$ cat src/rtl/osd_outline_pkg.sv
package osd_outline_pkg;
  typedef enum logic [1:0] {
    DK_NONE  = 2'd0,
    DK_BG    = 2'd1,
    DK_TRIM  = 2'd2,
    DK_GLYPH = 2'd3
  } dot_kind_e;

  localparam logic [1:0] TRIM_EIGHT = 2'b11;
  localparam logic [1:0] BGM_NONE   = 2'b00;
  localparam logic [1:0] BGM_SOLID  = 2'b01;
  localparam logic [1:0] POL_OFF    = 2'b00;
  localparam logic [1:0] POL_BARE   = 2'b01;
  localparam logic [1:0] POL_FLAT   = 2'b10;
  localparam logic [1:0] POL_ALWAYS = 2'b11;
endpackage

$ cat src/rtl/osd_nbr_probe.sv
module osd_nbr_probe #(
  parameter int WIDTH = 12,
  parameter int COL_W = $clog2(WIDTH)
) (
  input  logic [WIDTH-1:0] row_up,
  input  logic [WIDTH-1:0] row_mid,
  input  logic [WIDTH-1:0] row_dn,
  input  logic [COL_W-1:0] col,
  output logic             in_range,
  output logic             glyph_hit,
  output logic             edge_hit
);
  localparam logic [COL_W-1:0] LAST_COL = COL_W'(WIDTH - 1);

  // padded rows: index k holds column k-1, columns -1 and WIDTH are zero
  logic [WIDTH+1:0] up_x, mid_x, dn_x;
  logic [WIDTH-1:0] edge_vec;

  assign up_x  = {1'b0, row_up,  1'b0};
  assign mid_x = {1'b0, row_mid, 1'b0};
  assign dn_x  = {1'b0, row_dn,  1'b0};

  for (genvar j = 0; j < WIDTH; j++) begin : g_col
    assign edge_vec[j] = ~row_mid[j] &
                         ((|up_x[j+2:j]) | (|dn_x[j+2:j]) | mid_x[j] | mid_x[j+2]);
  end

  always_comb begin
    in_range  = (col <= LAST_COL);
    glyph_hit = 1'b0;
    edge_hit  = 1'b0;
    if (in_range) begin
      glyph_hit = row_mid[col];
      edge_hit  = edge_vec[col];
    end
  end
endmodule

$ cat src/rtl/osd_trim_gate.sv
module osd_trim_gate
  import osd_outline_pkg::*;
(
  input  logic [1:0] trim_mode,
  input  logic [1:0] trim_policy,
  input  logic [1:0] bg_mode,
  output logic       trim_en
);
  logic policy_ok;

  always_comb begin
    case (trim_policy)
      POL_OFF:    policy_ok = 1'b0;
      POL_BARE:   policy_ok = (bg_mode == BGM_NONE);
      POL_FLAT:   policy_ok = (bg_mode == BGM_NONE) || (bg_mode == BGM_SOLID);
      POL_ALWAYS: policy_ok = 1'b1;
      default:    policy_ok = 1'b0;
    endcase
    trim_en = (trim_mode == TRIM_EIGHT) && policy_ok;
  end
endmodule

$ cat src/rtl/osd_outline_gen.sv
module osd_outline_gen
  import osd_outline_pkg::*;
#(
  parameter int WIDTH = 12,
  parameter int CLR_W = 4,
  parameter int COL_W = $clog2(WIDTH)
) (
  input  logic             clk,
  input  logic             rst_n,
  input  logic             pix_vld,
  input  logic [WIDTH-1:0] row_up,
  input  logic [WIDTH-1:0] row_mid,
  input  logic [WIDTH-1:0] row_dn,
  input  logic [COL_W-1:0] col,
  input  logic [CLR_W-1:0] fg_color,
  input  logic [1:0]       bg_mode,
  input  logic [CLR_W-1:0] bg_color,
  input  logic [1:0]       trim_mode,
  input  logic [1:0]       trim_policy,
  input  logic [CLR_W-1:0] trim_color,
  output logic             out_vld,
  output logic [CLR_W-1:0] out_color
);
  localparam logic [COL_W-1:0] LAST_COL = COL_W'(WIDTH - 1);

  // reset: asserted asynchronously, released on the clock
  logic rst_s1, rst_q;
  always_ff @(posedge clk or negedge rst_n) begin
    if (!rst_n) begin
      rst_s1 <= 1'b0;
      rst_q  <= 1'b0;
    end else begin
      rst_s1 <= 1'b1;
      rst_q  <= rst_s1;
    end
  end

  logic in_range, glyph_hit, edge_hit, trim_en;

  osd_nbr_probe #(.WIDTH(WIDTH), .COL_W(COL_W)) u_probe (
    .row_up   (row_up),
    .row_mid  (row_mid),
    .row_dn   (row_dn),
    .col      (col),
    .in_range (in_range),
    .glyph_hit(glyph_hit),
    .edge_hit (edge_hit)
  );

  osd_trim_gate u_gate (
    .trim_mode  (trim_mode),
    .trim_policy(trim_policy),
    .bg_mode    (bg_mode),
    .trim_en    (trim_en)
  );

  dot_kind_e        kind_d;
  logic             vld_d;
  logic [CLR_W-1:0] color_d;

  // next state
  always_comb begin
    kind_d = DK_NONE;
    if (in_range) begin
      if (glyph_hit)                                  kind_d = DK_GLYPH;
      else if (edge_hit && trim_en)                   kind_d = DK_TRIM;
      else if (bg_mode != BGM_NONE && bg_color != '0) kind_d = DK_BG;
    end
    case (kind_d)
      DK_GLYPH: color_d = fg_color;
      DK_TRIM:  color_d = trim_color;
      DK_BG:    color_d = bg_color;
      default:  color_d = '0;
    endcase
    vld_d = pix_vld && (kind_d != DK_NONE);
  end

  // registers
  always_ff @(posedge clk or negedge rst_q) begin
    if (!rst_q) begin
      out_vld   <= 1'b0;
      out_color <= '0;
    end else begin
      out_vld <= vld_d;
      if (pix_vld) out_color <= color_d;
    end
  end


  glyph_wins_chk: assert property (@(posedge clk) disable iff (!rst_q)
    (pix_vld && col <= LAST_COL && row_mid[col]) |=> (out_vld && out_color == $past(fg_color)));


  idle_hold_chk: assert property (@(posedge clk) disable iff (!rst_q)
    !pix_vld |=> (!out_vld && $stable(out_color)));


  range_chk: assert property (@(posedge clk) disable iff (!rst_q)
    (pix_vld && col > LAST_COL) |=> !out_vld);


  no_trim_chk: assert property (@(posedge clk) disable iff (!rst_q)
    (pix_vld && col <= LAST_COL && !row_mid[col] && trim_mode != TRIM_EIGHT && bg_mode == BGM_NONE)
      |=> !out_vld);


  clear_bg_chk: assert property (@(posedge clk) disable iff (!rst_q)
    (pix_vld && row_up == '0 && row_mid == '0 && row_dn == '0 && bg_color == '0)
      |=> (!out_vld && out_color == '0));
endmodule

$ cat config.mk
export PLATFORM = sky130hd
export DESIGN_NAME = osd_outline_gen
export DESIGN_NICKNAME = d
export VERILOG_FILES = /design/src/rtl/osd_outline_pkg.sv /design/src/rtl/osd_nbr_probe.sv /design/src/rtl/osd_trim_gate.sv /design/src/rtl/osd_outline_gen.sv
export SDC_FILE = /design/constraint.sdc
export NUM_CORES = 1
export LEC_CHECK = 0
export BUFFER_PORTS_ARGS = -buffer_cell sky130_fd_sc_hd__buf_2
export CELL_PAD_IN_SITES_DETAIL_PLACEMENT = 1
export CELL_PAD_IN_SITES_GLOBAL_PLACEMENT = 2
export CORE_ASPECT_RATIO = 0.6
export CORE_MARGIN = 2
export CORE_UTILIZATION = 20
export CTS_CLUSTER_DIAMETER = 200
export DETAILED_ROUTE_END_ITERATION = 7
export GPL_ROUTABILITY_DRIVEN = 0
export PLACE_DENSITY = 0.74
export SYNTH_ARGS = -nofsm -noshare
export SYNTH_HDL_FRONTEND = slang
export SYNTH_SLANG_ARGS = --single-unit
export TNS_END_PERCENT = 50
$ cat constraint.sdc
create_clock -name clk -period 0.8 [get_ports clk]
set_input_delay 0.04 -clock clk [delete_from_list [all_inputs] [get_ports clk]]
set_output_delay 0.04 -clock clk [all_outputs]
set_load 0.05 [all_outputs]
==> results.toml, run 1 <==
[cells_and_area]
finish.utilization_pct = 40.4
area_growth_pct = 93.2
final_design_area_excluding_fillers_sq_mm = 0.00168
drive_above_1_share_pct = 58.7
design.final.nets = 263
fillCellCount = 535
antenna_cells_inserted = 0

[worst_setup_path]
crit_slowest_cell = "sky130_fd_sc_hd__or4_4"
worstPathRequired_ns = 0.90
critPathKind = "input port to flop"
critical_path.n_buffers_inverters = 1
path_cells = "buf_6 > or4_4 > o311a_1 > o221ai_2 > o311ai_4 > a221oi_2 > a311oi_2"
critPathMaxFanout = 7
setup.worst_path.end_class = "flop"
max_stage_delay_ns = 0.52
timing.critical_path.from_type = "input port"
arrival_ns = 1.80
critical_path.top_delay_family = "compound AO/OA/AOI/OAI gates"

[power]
p_per_area_mw_per_mm2 = 1160
fin_total_pwr_mw = 1.95
comb_power_share_pct = 51.2
internal-power_mw = 1.25
power.switching_fraction_pct = 35.7
p_seq_share_pct = 22.1
power.clock.fraction_pct = 26.6
leakagePower_nw = 0.789
ir_worst_vdd_v = 0.000437
total_switching_power_mw = 0.697

[clock_network]
clk_lat_worst_skew_ns = 0.23
clock_root_buffer = "sky130_fd_sc_hd__clkbuf_8"
clockBufferDepth = 2
clkSlewWorstSetupHoldPaths_ns = 0.04
htree_levels = 1
cts_num_sinks = 7
cts_tree = "yes"
cts_made_buffers = 3

[die]
die_y_extent_microns = 55
die-area_sq_mm = 0.00490
placeableCoreArea_sq_mm = 0.00414
initial_utilization_pct = 20.9
boundaryPins = 66
die_w_microns = 89.0
placementRows = 18

[drt]
drt_pass1_iterations = 4
routed-via-count = 1252
finalWirelength_microns = 3940
drt.antenna.violating_nets = 0
average_detailed_routed_wire_length_per_instance_microns = 15.1
post-route-drc-count = 0
viasPerCell = 4.80
drtIter0Drc = 30

[timing]
finalSetupViolations = 9
finalCriticalPeriod_ns = 1.71
fin_worst_hold_slack_ns = 0.100
finalClockSkew_ns = 0.00318
fin_crit_sh_pct = 213
clock.fmax_mhz = 586
timing.final.max_slew_violations = 0
grt_setup_unrepaired = "true"
final.setup.worst_slack_ns = -0.906
finalSetupTns_ns = -4.77
hold_violations = 0

[grt]
total_routing_usage_gr_pct = 17.0
grt_first_pass_wirelength_microns = 6250
first_global_vias = 1308
grt.overflow.total = 0
antenna_found_initial = 0
grt_max_degree = 9

[synth]
postSynthNetCount = 159
postSynth.asyncResetShare_pct = 100
synth_seq_cells = 7
synthesis.area_sq_um = 867
synth-edff-count = 0
yosysWarningCount = 0
synth_sequential_area_ratio_pct = 20.2
postSynthAreaPerCell_sq_um = 8.85
synthCells = 98
synthDistinctLibCells = 42
synth_ff_type = "sky130_fd_sc_hd__dfrtp_1"

[place]
detailed_place.area_sq_mm = 0.00149
place.port_buffers = 65
post-dp-hpwl_microns = 3380

[outcome]
status = "finished, violations left"
failed_checks = "setup timing"

[flow_run]
maxCapViolations = 0

[worst_hold_path]
hold_class = "flop to asynchronous set/reset pin"
-- sequential cells by signal (all words and copies together) (netlist names) --
name and cells:
rst_q 1, rst_s1 1, out_vld 1, out_color 4
-- cells by family (layout without fill, tap and decap cells) --
group | count (synthesis) | after routing | synth area share [%]
other | 1 | 1 | 0.432
AND/OR/NAND/NOR | 37 | 37 | 23.2
multiplexers | 4 | 4 | 10.2
flip-flops | 7 | 7 | 20.2
buffers and inverters | 10 | 113 | 7.21
AO/OA/AOI/OAI | 39 | 39 | 38.7
-- layer usage --
metal  global-route usage, %  up-vias  wire length, microns
met5                       0        -                     0
met4                    4.48        0                    42
met3                    3.26        5                   181
met2                    29.2       40                  1850
met1                    22.3      590                  1870
li1                        -      617                     -
-- final timing paths --
| path | cells after the start | slack, ns | end | startpoint |
|---|---|---|---|---|
| worst min-delay path | 0 | 0.10 | out_vld | rst_q |
| worst max-delay path | 7 | -0.91 | out_color[0] | row_up[7] |
| min in group clk | 3 | 0.12 | out_color[2] | fg_color[2] |
| worst max register to register | 3 | -0.28 | out_color[1] | out_color[1] |
| max in group asynchronous | 0 | 0.49 | out_color[1] | rst_q |
| worst min register to register | 0 | 0.10 | out_vld | rst_q |
-- power groups by stage --
stage	Clock, mW	Sequential (mW)	Combinational, mW
after floorplan	0	0.562	0.292
after global placement	0	0.429	0.849
after detailed placement	0	0.432	0.877
after CTS	0.536	0.431	0.980
after global routing	0.563	0.436	1.08
final	0.519	0.431	0.999
-- through the flow --
step | cells | setup WS [ns]
after global routing | 261 | -1.01
after floorplan | 98 | -0.972
after global placement | 253 | -1.15
after CTS | 261 | -0.939
final | 261 | -0.906
after detailed placement | 253 | -1.25
-- cell usage after synthesis (2+ instances only) --
cell type | n | area (sq um)
sky130_fd_sc_hd__or3_1 | 2 | 12.5
sky130_fd_sc_hd__nor2b_1 | 2 | 12.5
sky130_fd_sc_hd__o21a_1 | 2 | 15.0
sky130_fd_sc_hd__o21ai_1 | 2 | 10.0
sky130_fd_sc_hd__dfrtp_1 | 7 | 175
sky130_fd_sc_hd__nor3_1 | 6 | 30.0
sky130_fd_sc_hd__a31o_1 | 2 | 17.5
sky130_fd_sc_hd__nor4_1 | 2 | 12.5
sky130_fd_sc_hd__a221oi_1 | 4 | 35.0
sky130_fd_sc_hd__nor2_1 | 11 | 41.3
sky130_fd_sc_hd__nand3_1 | 2 | 10.0
sky130_fd_sc_hd__nand2_1 | 4 | 15.0
sky130_fd_sc_hd__inv_1 | 6 | 22.5
sky130_fd_sc_hd__a22o_1 | 2 | 17.5
sky130_fd_sc_hd__a311oi_1 | 5 | 43.8
sky130_fd_sc_hd__a21oi_1 | 5 | 25.0
sky130_fd_sc_hd__o2bb2ai_1 | 2 | 17.5
sky130_fd_sc_hd__or4_1 | 5 | 37.5
sky130_fd_sc_hd__a211oi_1 | 2 | 15.0
sky130_fd_sc_hd__mux4_1 | 3 | 78.8
-- placed cells by master, fill, tap and decap left out, drive strengths merged --
master | Yosys | routed
a211oi | 2 | 2
a21oi | 5 | 5
a221oi | 4 | 4
a22o | 2 | 2
a311o | 1 | 1
a311oi | 5 | 5
a31o | 2 | 2
a31oi | 1 | 1
a41oi | 1 | 1
and2 | 1 | 1
and4b | 1 | 1
buf | 3 | 102
clkbuf | 1 | 4
conb | 1 | 1
dfrtp | 7 | 7
dlygate4sd3 | 0 | 1
inv | 6 | 6
mux2i | 1 | 1
mux4 | 3 | 3
nand2 | 4 | 4
nand3 | 2 | 2
nor2 | 11 | 11
nor2b | 2 | 2
nor3 | 6 | 6
nor4 | 2 | 2
o2111ai | 1 | 1
o21a | 2 | 2
o21ai | 3 | 3
o21bai | 1 | 1
o221ai | 1 | 1
o2bb2ai | 2 | 2
o311a | 2 | 2
o311ai | 1 | 1
o31a | 1 | 1
o32a | 1 | 1
o41a | 1 | 1
or3 | 3 | 3
or4 | 5 | 5
-- area by class of cell --
| cell class | instances | area (sq um) | share of cell area [%] |
|---|---|---|---|
| multi-input cells | 81 | 681 | 40.6 |
| repair buffers | 103 | 677 | 40.4 |
| flip-flops and latches | 7 | 175 | 10.5 |
| well taps | 60 | 75.1 | 4.48 |
| clock buffers | 4 | 45.0 | 2.69 |
| inverters | 6 | 22.5 | 1.34 |
-- repair_timing --
| item | in CTS | in global routing |
|---|---|---|
| pin swaps | 7 | 8 |
| endpoints found under the hold margin | 2 | 0 |
| gates resized for setup | 19 | 5 |
| setup buffers | 3 | 0 |
| hold buffers | 1 | 0 |
| cloned | 0 | 0 |
| setup endpoints to repair | 10 | 10 |
Power figures use the tool's default switching activity.
==> run 2: changes to the inputs <==
--- a/config.mk
+++ b/config.mk
@@ -10,11 +10,12 @@
 export CELL_PAD_IN_SITES_GLOBAL_PLACEMENT = 2
 export CORE_ASPECT_RATIO = 0.6
 export CORE_MARGIN = 2
-export CORE_UTILIZATION = 20
+export CORE_UTILIZATION = 22
 export CTS_CLUSTER_DIAMETER = 200
 export DETAILED_ROUTE_END_ITERATION = 7
 export GPL_ROUTABILITY_DRIVEN = 0
-export PLACE_DENSITY = 0.74
+export PLACE_DENSITY = 0.81
+export SETUP_SLACK_MARGIN = 0.2
 export SYNTH_ARGS = -nofsm -noshare
 export SYNTH_HDL_FRONTEND = slang
 export SYNTH_SLANG_ARGS = --single-unit
==> constraint.sdc (replaced) <==
create_clock -name clk -period 2.15 [get_ports clk]
set_input_delay 0.1075 -clock clk [delete_from_list [all_inputs] [get_ports clk]]
set_output_delay 0.1075 -clock clk [all_outputs]
set_load 0.05 [all_outputs]
==> run 2 against run 1 <==
The flow now finishes without violations. Final cell count down 18%. Critical path depth stayed put. Combinational power shrank 73%. Count of clock-buffer cells in the layout is 1 lower. Utilization shrank 6.0 points. Final area decreased by 23%. Total power down 68%. Hold slack got worse by 0.014 ns. Worst setup slack better by 1.2 ns. Clock power down 64%. Sequential power is 63% lower. Largest cell class unchanged. Largest power group unchanged.
==> results.toml, run 2 (synthesis results as in run 1) <==
[outcome]
status = "complete, no violations"

[worst_setup_path]
setup.worst_path.end_class = "flop"
critPathMaxFanout = 11
worstPathRequired_ns = 2.27
path_cells = "buf_2 > or3_1 > o32a_1 > o221ai_2 > o311ai_4 > and2_4 > o31a_1"
max_stage_delay_ns = 0.39
critPathKind = "input port to flop"
timing.critical_path.from_type = "input port"
worst-r2r-setup-slack_ns = 1.05
crit_slowest_cell = "sky130_fd_sc_hd__or3_1"
arrival_ns = 1.94

[grt]
grt_first_pass_wirelength_microns = 5390
grt_max_degree = 12
total_routing_usage_gr_pct = 15.3
antenna_found_initial = 0
first_global_vias = 1118
grt.overflow.total = 0

[cells_and_area]
drive_above_1_share_pct = 45.8
area_growth_pct = 47.9
commonest_cells_after_routing_fill_and_taps_aside = "65 x sky130_fd_sc_hd__buf_2, 11 x sky130_fd_sc_hd__nor2_1, 7 x sky130_fd_sc_hd__dfrtp_1"
design.final.nets = 228
final_cells = 213
antenna_cells_inserted = 0
final_common_cell = "sky130_fd_sc_hd__buf_2"
largest_register_ffs = 4
registers.top_by_ff_count = "out_color"
finish.utilization_pct = 34.5

[die]
placementRows = 17
placeableCoreArea_sq_mm = 0.00372
die-area_sq_mm = 0.00448
boundaryPins = 66
initial_utilization_pct = 23.3
die_w_microns = 85.1
die_y_extent_microns = 52.6

[power]
ir_worst_vdd_v = 0.000222
total_switching_power_mw = 0.229
power.clock.fraction_pct = 30.6
leakagePower_nw = 0.593
internal-power_mw = 0.386
p_per_area_mw_per_mm2 = 480
power.switching_fraction_pct = 37.3
comb_power_share_pct = 43.4
p_seq_share_pct = 26.0

[drt]
finalWirelength_microns = 3360
drtIter0Drc = 45
post-route-drc-count = 0
drt.antenna.violating_nets = 0
viasPerCell = 5.33
routed-via-count = 1136
drt_pass1_iterations = 4
average_detailed_routed_wire_length_per_instance_microns = 15.8

[clock_network]
clockBufferDepth = 2
clk_lat_worst_skew_ns = 0.23
clkSlewWorstSetupHoldPaths_ns = 0.04
clock_root_buffer = "sky130_fd_sc_hd__clkbuf_8"
cts_num_sinks = 7
cts_tree = "yes"
htree_levels = 1
cts.repair.resized = 0
cts_made_buffers = 3

[timing]
timing_worst_slew_pin_value_ns = 0.495
hold_violations = 0
max-slew-margin-rel_pct = 66.8
finalSetupViolations = 0
grt_setup_unrepaired = "false"
finalClockSkew_ns = 0.00381
fin_crit_sh_pct = 84.6
timing.final.max_slew_violations = 0
finalCriticalPeriod_ns = 1.82
finalSetupTns_ns = 0
clock.fmax_mhz = 549

[flow_run]
maxCapViolations = 0

[place]
place.detailed.instances = 208
place.port_buffers = 65
post-dp-hpwl_microns = 2970

[worst_hold_path]
hold_class = "flop to asynchronous set/reset pin"
## run 2: worst paths after layout
kind,from,end,depth (start not counted)
worst min-delay path,rst_q,out_color[1],0
worst min register to register,rst_q,out_color[1],0
worst max-delay path,col[1],out_vld,7
min in group clk,pix_vld,out_color[0],2
worst max register to register,out_color[1],out_color[1],3
max in group asynchronous,rst_q,out_color[2],0
## run 2: through the flow
step	worst slack [ns]	power (mW)	instance area [sq um]	hold WS [ns]
after floorplan	0.306	0.316	867	-0.188
after global placement	0.131	0.420	1230	-0.108
after detailed placement	0.0887	0.429	1230	-0.105
after CTS	0.325	0.624	1280	0.103
after global routing	0.230	0.657	1280	0.118
final	0.330	0.615	1280	0.0859
## run 2: worst max-delay path, delay by kind of cell
kind	cells	cell delay (ns)
AOI/OAI and AO/OA	4	1.06
and+or+nand+nor	2	0.58
buffers and inverters	1	0.17
## run 2: cell type report
class	count	area [sq um]
clock buffers	3	41.3
clock inverters	1	5.00
fillers	473	2440
inverters	6	22.5
multi-input cells	81	629
flip-flops and latches	7	175
well taps	47	58.8
repair buffers	68	350
## run 2: what timing repair did
item	CTS	global route
hold buffers	1	0
buffers inserted	0	0
hold endpoints to repair	2	0
## run 2: metal layers
| layer | vias up | global-route usage [%] | part of all wire, % |
|---|---|---|---|
| li1 | 549 | - | - |
| met1 | 532 | 21.3 | 48 |
| met2 | 49 | 23.6 | 44 |
| met3 | 6 | 3.15 | 7.0 |
| met4 | 0 | 5.03 | 1.8 |
| met5 | - | 0 | 0 |
## run 2: power by group through the flow
stage | Clock, mW | Sequential [mW] | Combinational (mW)
4_1_cts | 0.195 | 0.160 | 0.269
2_1_floorplan | 0 | 0.209 | 0.107
5_1_grt | 0.203 | 0.163 | 0.292
3_3_place_gp | 0 | 0.161 | 0.260
6_report | 0.188 | 0.160 | 0.267
3_5_place_dp | 0 | 0.162 | 0.267
==> run 3: changes to the inputs <==
--- a/config.mk
+++ b/config.mk
@@ -5,16 +5,17 @@
 export SDC_FILE = /design/constraint.sdc
 export NUM_CORES = 1
 export LEC_CHECK = 0
+export ABC_AREA = 1
 export BUFFER_PORTS_ARGS = -buffer_cell sky130_fd_sc_hd__buf_2
 export CELL_PAD_IN_SITES_DETAIL_PLACEMENT = 1
 export CELL_PAD_IN_SITES_GLOBAL_PLACEMENT = 2
 export CORE_ASPECT_RATIO = 0.6
 export CORE_MARGIN = 2
-export CORE_UTILIZATION = 22
+export CORE_UTILIZATION = 18
 export CTS_CLUSTER_DIAMETER = 200
 export DETAILED_ROUTE_END_ITERATION = 7
 export GPL_ROUTABILITY_DRIVEN = 0
-export PLACE_DENSITY = 0.81
+export PLACE_DENSITY = 0.74
 export SETUP_SLACK_MARGIN = 0.2
 export SYNTH_ARGS = -nofsm -noshare
 export SYNTH_HDL_FRONTEND = slang
==> constraint.sdc (replaced) <==
create_clock -name clk -period 1.7 [get_ports clk]
set_input_delay 0.085 -clock clk [delete_from_list [all_inputs] [get_ports clk]]
set_output_delay 0.085 -clock clk [all_outputs]
set_load 0.05 [all_outputs]
==> run 3 against run 2 <==
Utilization is 6.9 points lower. Synthesized cell count rose by 68%. Worst setup slack better by 0.11 ns. Sequential share of layout area shrank 1.2 points. Register-to-register slack gained 0.04 ns. Total power grew 25%.
==> results.toml, run 3 <==
[power]
p_per_area_mw_per_mm2 = 551
leakagePower_nw = 0.813
ir_worst_vdd_v = 0.000153
fin_total_pwr_mw = 0.772

[clock_network]
cts_num_sinks = 7
cts.repair.resized = 0
cts_tree = "yes"
cts_made_buffers = 3
clk_lat_worst_skew_ns = 0.23
postCtsSetupBuffers = 0
clockBufferDepth = 2
hold_buffers = 1
htree_levels = 1
clkSlewWorstSetupHoldPaths_ns = 0.04
clock_root_buffer = "sky130_fd_sc_hd__clkbuf_8"

[cells_and_area]
design.final.nets = 296
register_area_sq_um = 175
finish.utilization_pct = 27.6
registers.top_by_ff_count = "out_color"
multiInputGateArea_sq_um = 659
commonest_cells_after_routing_fill_and_taps_aside = "65 x sky130_fd_sc_hd__buf_2, 52 x sky130_fd_sc_hd__nand2_1, 25 x sky130_fd_sc_hd__nor2_1"
final_common_cell = "sky130_fd_sc_hd__buf_2"
drive_above_1_share_pct = 37.6
fillCellCount = 671
antenna_cells_inserted = 0
area_growth_pct = 47.6
largest_register_ffs = 4

[grt]
grt.overflow.total = 0
antenna_found_initial = 0
grt_first_pass_wirelength_microns = 5830
grt_max_degree = 13
total_routing_usage_gr_pct = 12.6
first_global_vias = 1241

[worst_setup_path]
critical_path.top_delay_family = "simple AND/OR/NAND/NOR gates"
crit_slowest_cell = "sky130_fd_sc_hd__buf_2"
critPathMaxFanout = 12
timing.reg2reg.worst_path_depth = 2
path_cells = "buf_2 > inv_4 > nand2_2 > nand3_2 > nand2_2 > nand3_2 > nand3_2 > nand3_4 > nand2_4 > nand4_4 > o21bai_1 > nand2_1 > nand2_1"
worst-r2r-setup-slack_ns = 1.09
worstPathRequired_ns = 1.87
r2r_start = "out_color[3]"
startpoint = "col[0]"
max_stage_delay_ns = 0.25
critical_path.n_buffers_inverters = 2
setup.worst_path.end_class = "flop"
arrival_ns = 1.43
critPathKind = "input port to flop"
cp_common_cell = "sky130_fd_sc_hd__nand3_2"
timing.critical_path.from_type = "input port"
worstReg2RegEnd = "out_color[3]"

[synth]
yosysWarningCount = 0
synth_top_area_share_pct = 20.6
synth_sequential_area_ratio_pct = 18.4
synthDistinctLibCells = 26
postSynthAreaPerCell_sq_um = 5.76
synth_seq_cells = 7
library_cell_occupying_the_most_area_in_the_post_synthesis_netlist = "sky130_fd_sc_hd__nand2_1"
ys_top_cells_by_count = "52 x sky130_fd_sc_hd__nand2_1, 25 x sky130_fd_sc_hd__nor2_1, 24 x sky130_fd_sc_hd__inv_1, 17 x sky130_fd_sc_hd__nand3_1, 7 x sky130_fd_sc_hd__dfrtp_1"
synth-edff-count = 0
post-synth-top-count-cell = "sky130_fd_sc_hd__nand2_1"
synth.top_cells.by_area = "sky130_fd_sc_hd__nand2_1 21%, sky130_fd_sc_hd__dfrtp_1 18%, sky130_fd_sc_hd__nor2_1 9.9%"
synth_ff_type = "sky130_fd_sc_hd__dfrtp_1"
postSynthNetCount = 226
synthCells = 165
synthesis.area_sq_um = 950
postSynth.asyncResetShare_pct = 100

[place]
place.port_buffers = 65
detailedPlace.worstSlack_ns = 0.179
post-dp-hpwl_microns = 3150

[die]
die_w_microns = 97.8
initial_utilization_pct = 18.7
boundaryPins = 66
placementRows = 20
placeableCoreArea_sq_mm = 0.00508
die_y_extent_microns = 60.3
die-area_sq_mm = 0.00589

[timing]
timing.final.max_slew_violations = 0
grt_setup_unrepaired = "false"
clock.fmax_mhz = 794
fin_crit_sh_pct = 74.1
fin_worst_hold_slack_ns = 0.0891
finalCriticalPeriod_ns = 1.26
hold_violations = 0
finalClockSkew_ns = 0.000449
finalSetupTns_ns = 0
finalSetupViolations = 0
final.setup.worst_slack_ns = 0.440

[outcome]
status = "complete, no violations"

[drt]
viasPerCell = 4.14
drt.antenna.violating_nets = 0
finalWirelength_microns = 3550
routed-via-count = 1243
drt_pass1_iterations = 4
drtIter0Drc = 43
average_detailed_routed_wire_length_per_instance_microns = 11.8
post-route-drc-count = 0

[flow_run]
maxCapViolations = 0

[worst_hold_path]
hold_class = "flop to asynchronous set/reset pin"
[run 3: cell count changes after synthesis, moves of 4 or more]
cell                       delta
sky130_fd_sc_hd__nand2_1     +48
sky130_fd_sc_hd__or4_1        -5
sky130_fd_sc_hd__nor2_1      +14
sky130_fd_sc_hd__nand2_2      +5
sky130_fd_sc_hd__a221oi_1     -4
sky130_fd_sc_hd__inv_1       +18
sky130_fd_sc_hd__a311oi_1     -5
sky130_fd_sc_hd__nand3_1     +15
sky130_fd_sc_hd__nand3_2      +4
sky130_fd_sc_hd__nor3_1       -6
[run 3: how the worst max path moves through the flow]
stage              endpoint  cells past startpoint  slack, ns
6_report       out_color[0]                     13       0.44
2_1_floorplan  out_color[0]                      9       0.53
4_1_cts        out_color[0]                     12       0.42
3_3_place_gp   out_color[3]                     12       0.16
3_5_place_dp   out_color[0]                     12       0.18
5_1_grt        out_color[2]                     14       0.22
[run 3: cells by family (layout without fill, tap and decap cells)]
kind of cell           Yosys count  after routing  synth area share, %
flip-flops                       7              7                 18.4
AO/OA/AOI/OAI                   20             20                 14.9
other                            1              1                0.395
buffers and inverters           28             97                 12.1
AND/OR/NAND/NOR                109            109                 54.2
[run 3: stage by stage]
step / instances / instance area, sq um
global route: 300 / 1400
floorplan: 165 / 950
global placement: 295 / 1350
detailed placement: 295 / 1350
finish: 300 / 1400
CTS: 300 / 1400
[run 3: power by group]
group / internal [mW] / switching, mW
combinational: 0.125 / 0.210
clock: 0.163 / 0.0787
sequential: 0.185 / 0.0103
total: 0.473 / 0.299
[run 3: layout make-up]
class	instances	share of cell area, %
multi-input combinational	130	47.1
clock buffer	4	3.21
inverter	27	7.41
sequential	7	12.5
timing repair buffer	66	23.9
tap	66	5.89
[run 3: metal layers]
| metal | up-vias | track usage [%] | wire length (microns) |
|---|---|---|---|
| met5 | - | 0 | 0 |
| li1 | 654 | - | - |
| met2 | 46 | 17.2 | 1270 |
| met1 | 537 | 19.8 | 1940 |
| met4 | 0 | 4.17 | 61 |
| met3 | 6 | 1.87 | 277 |
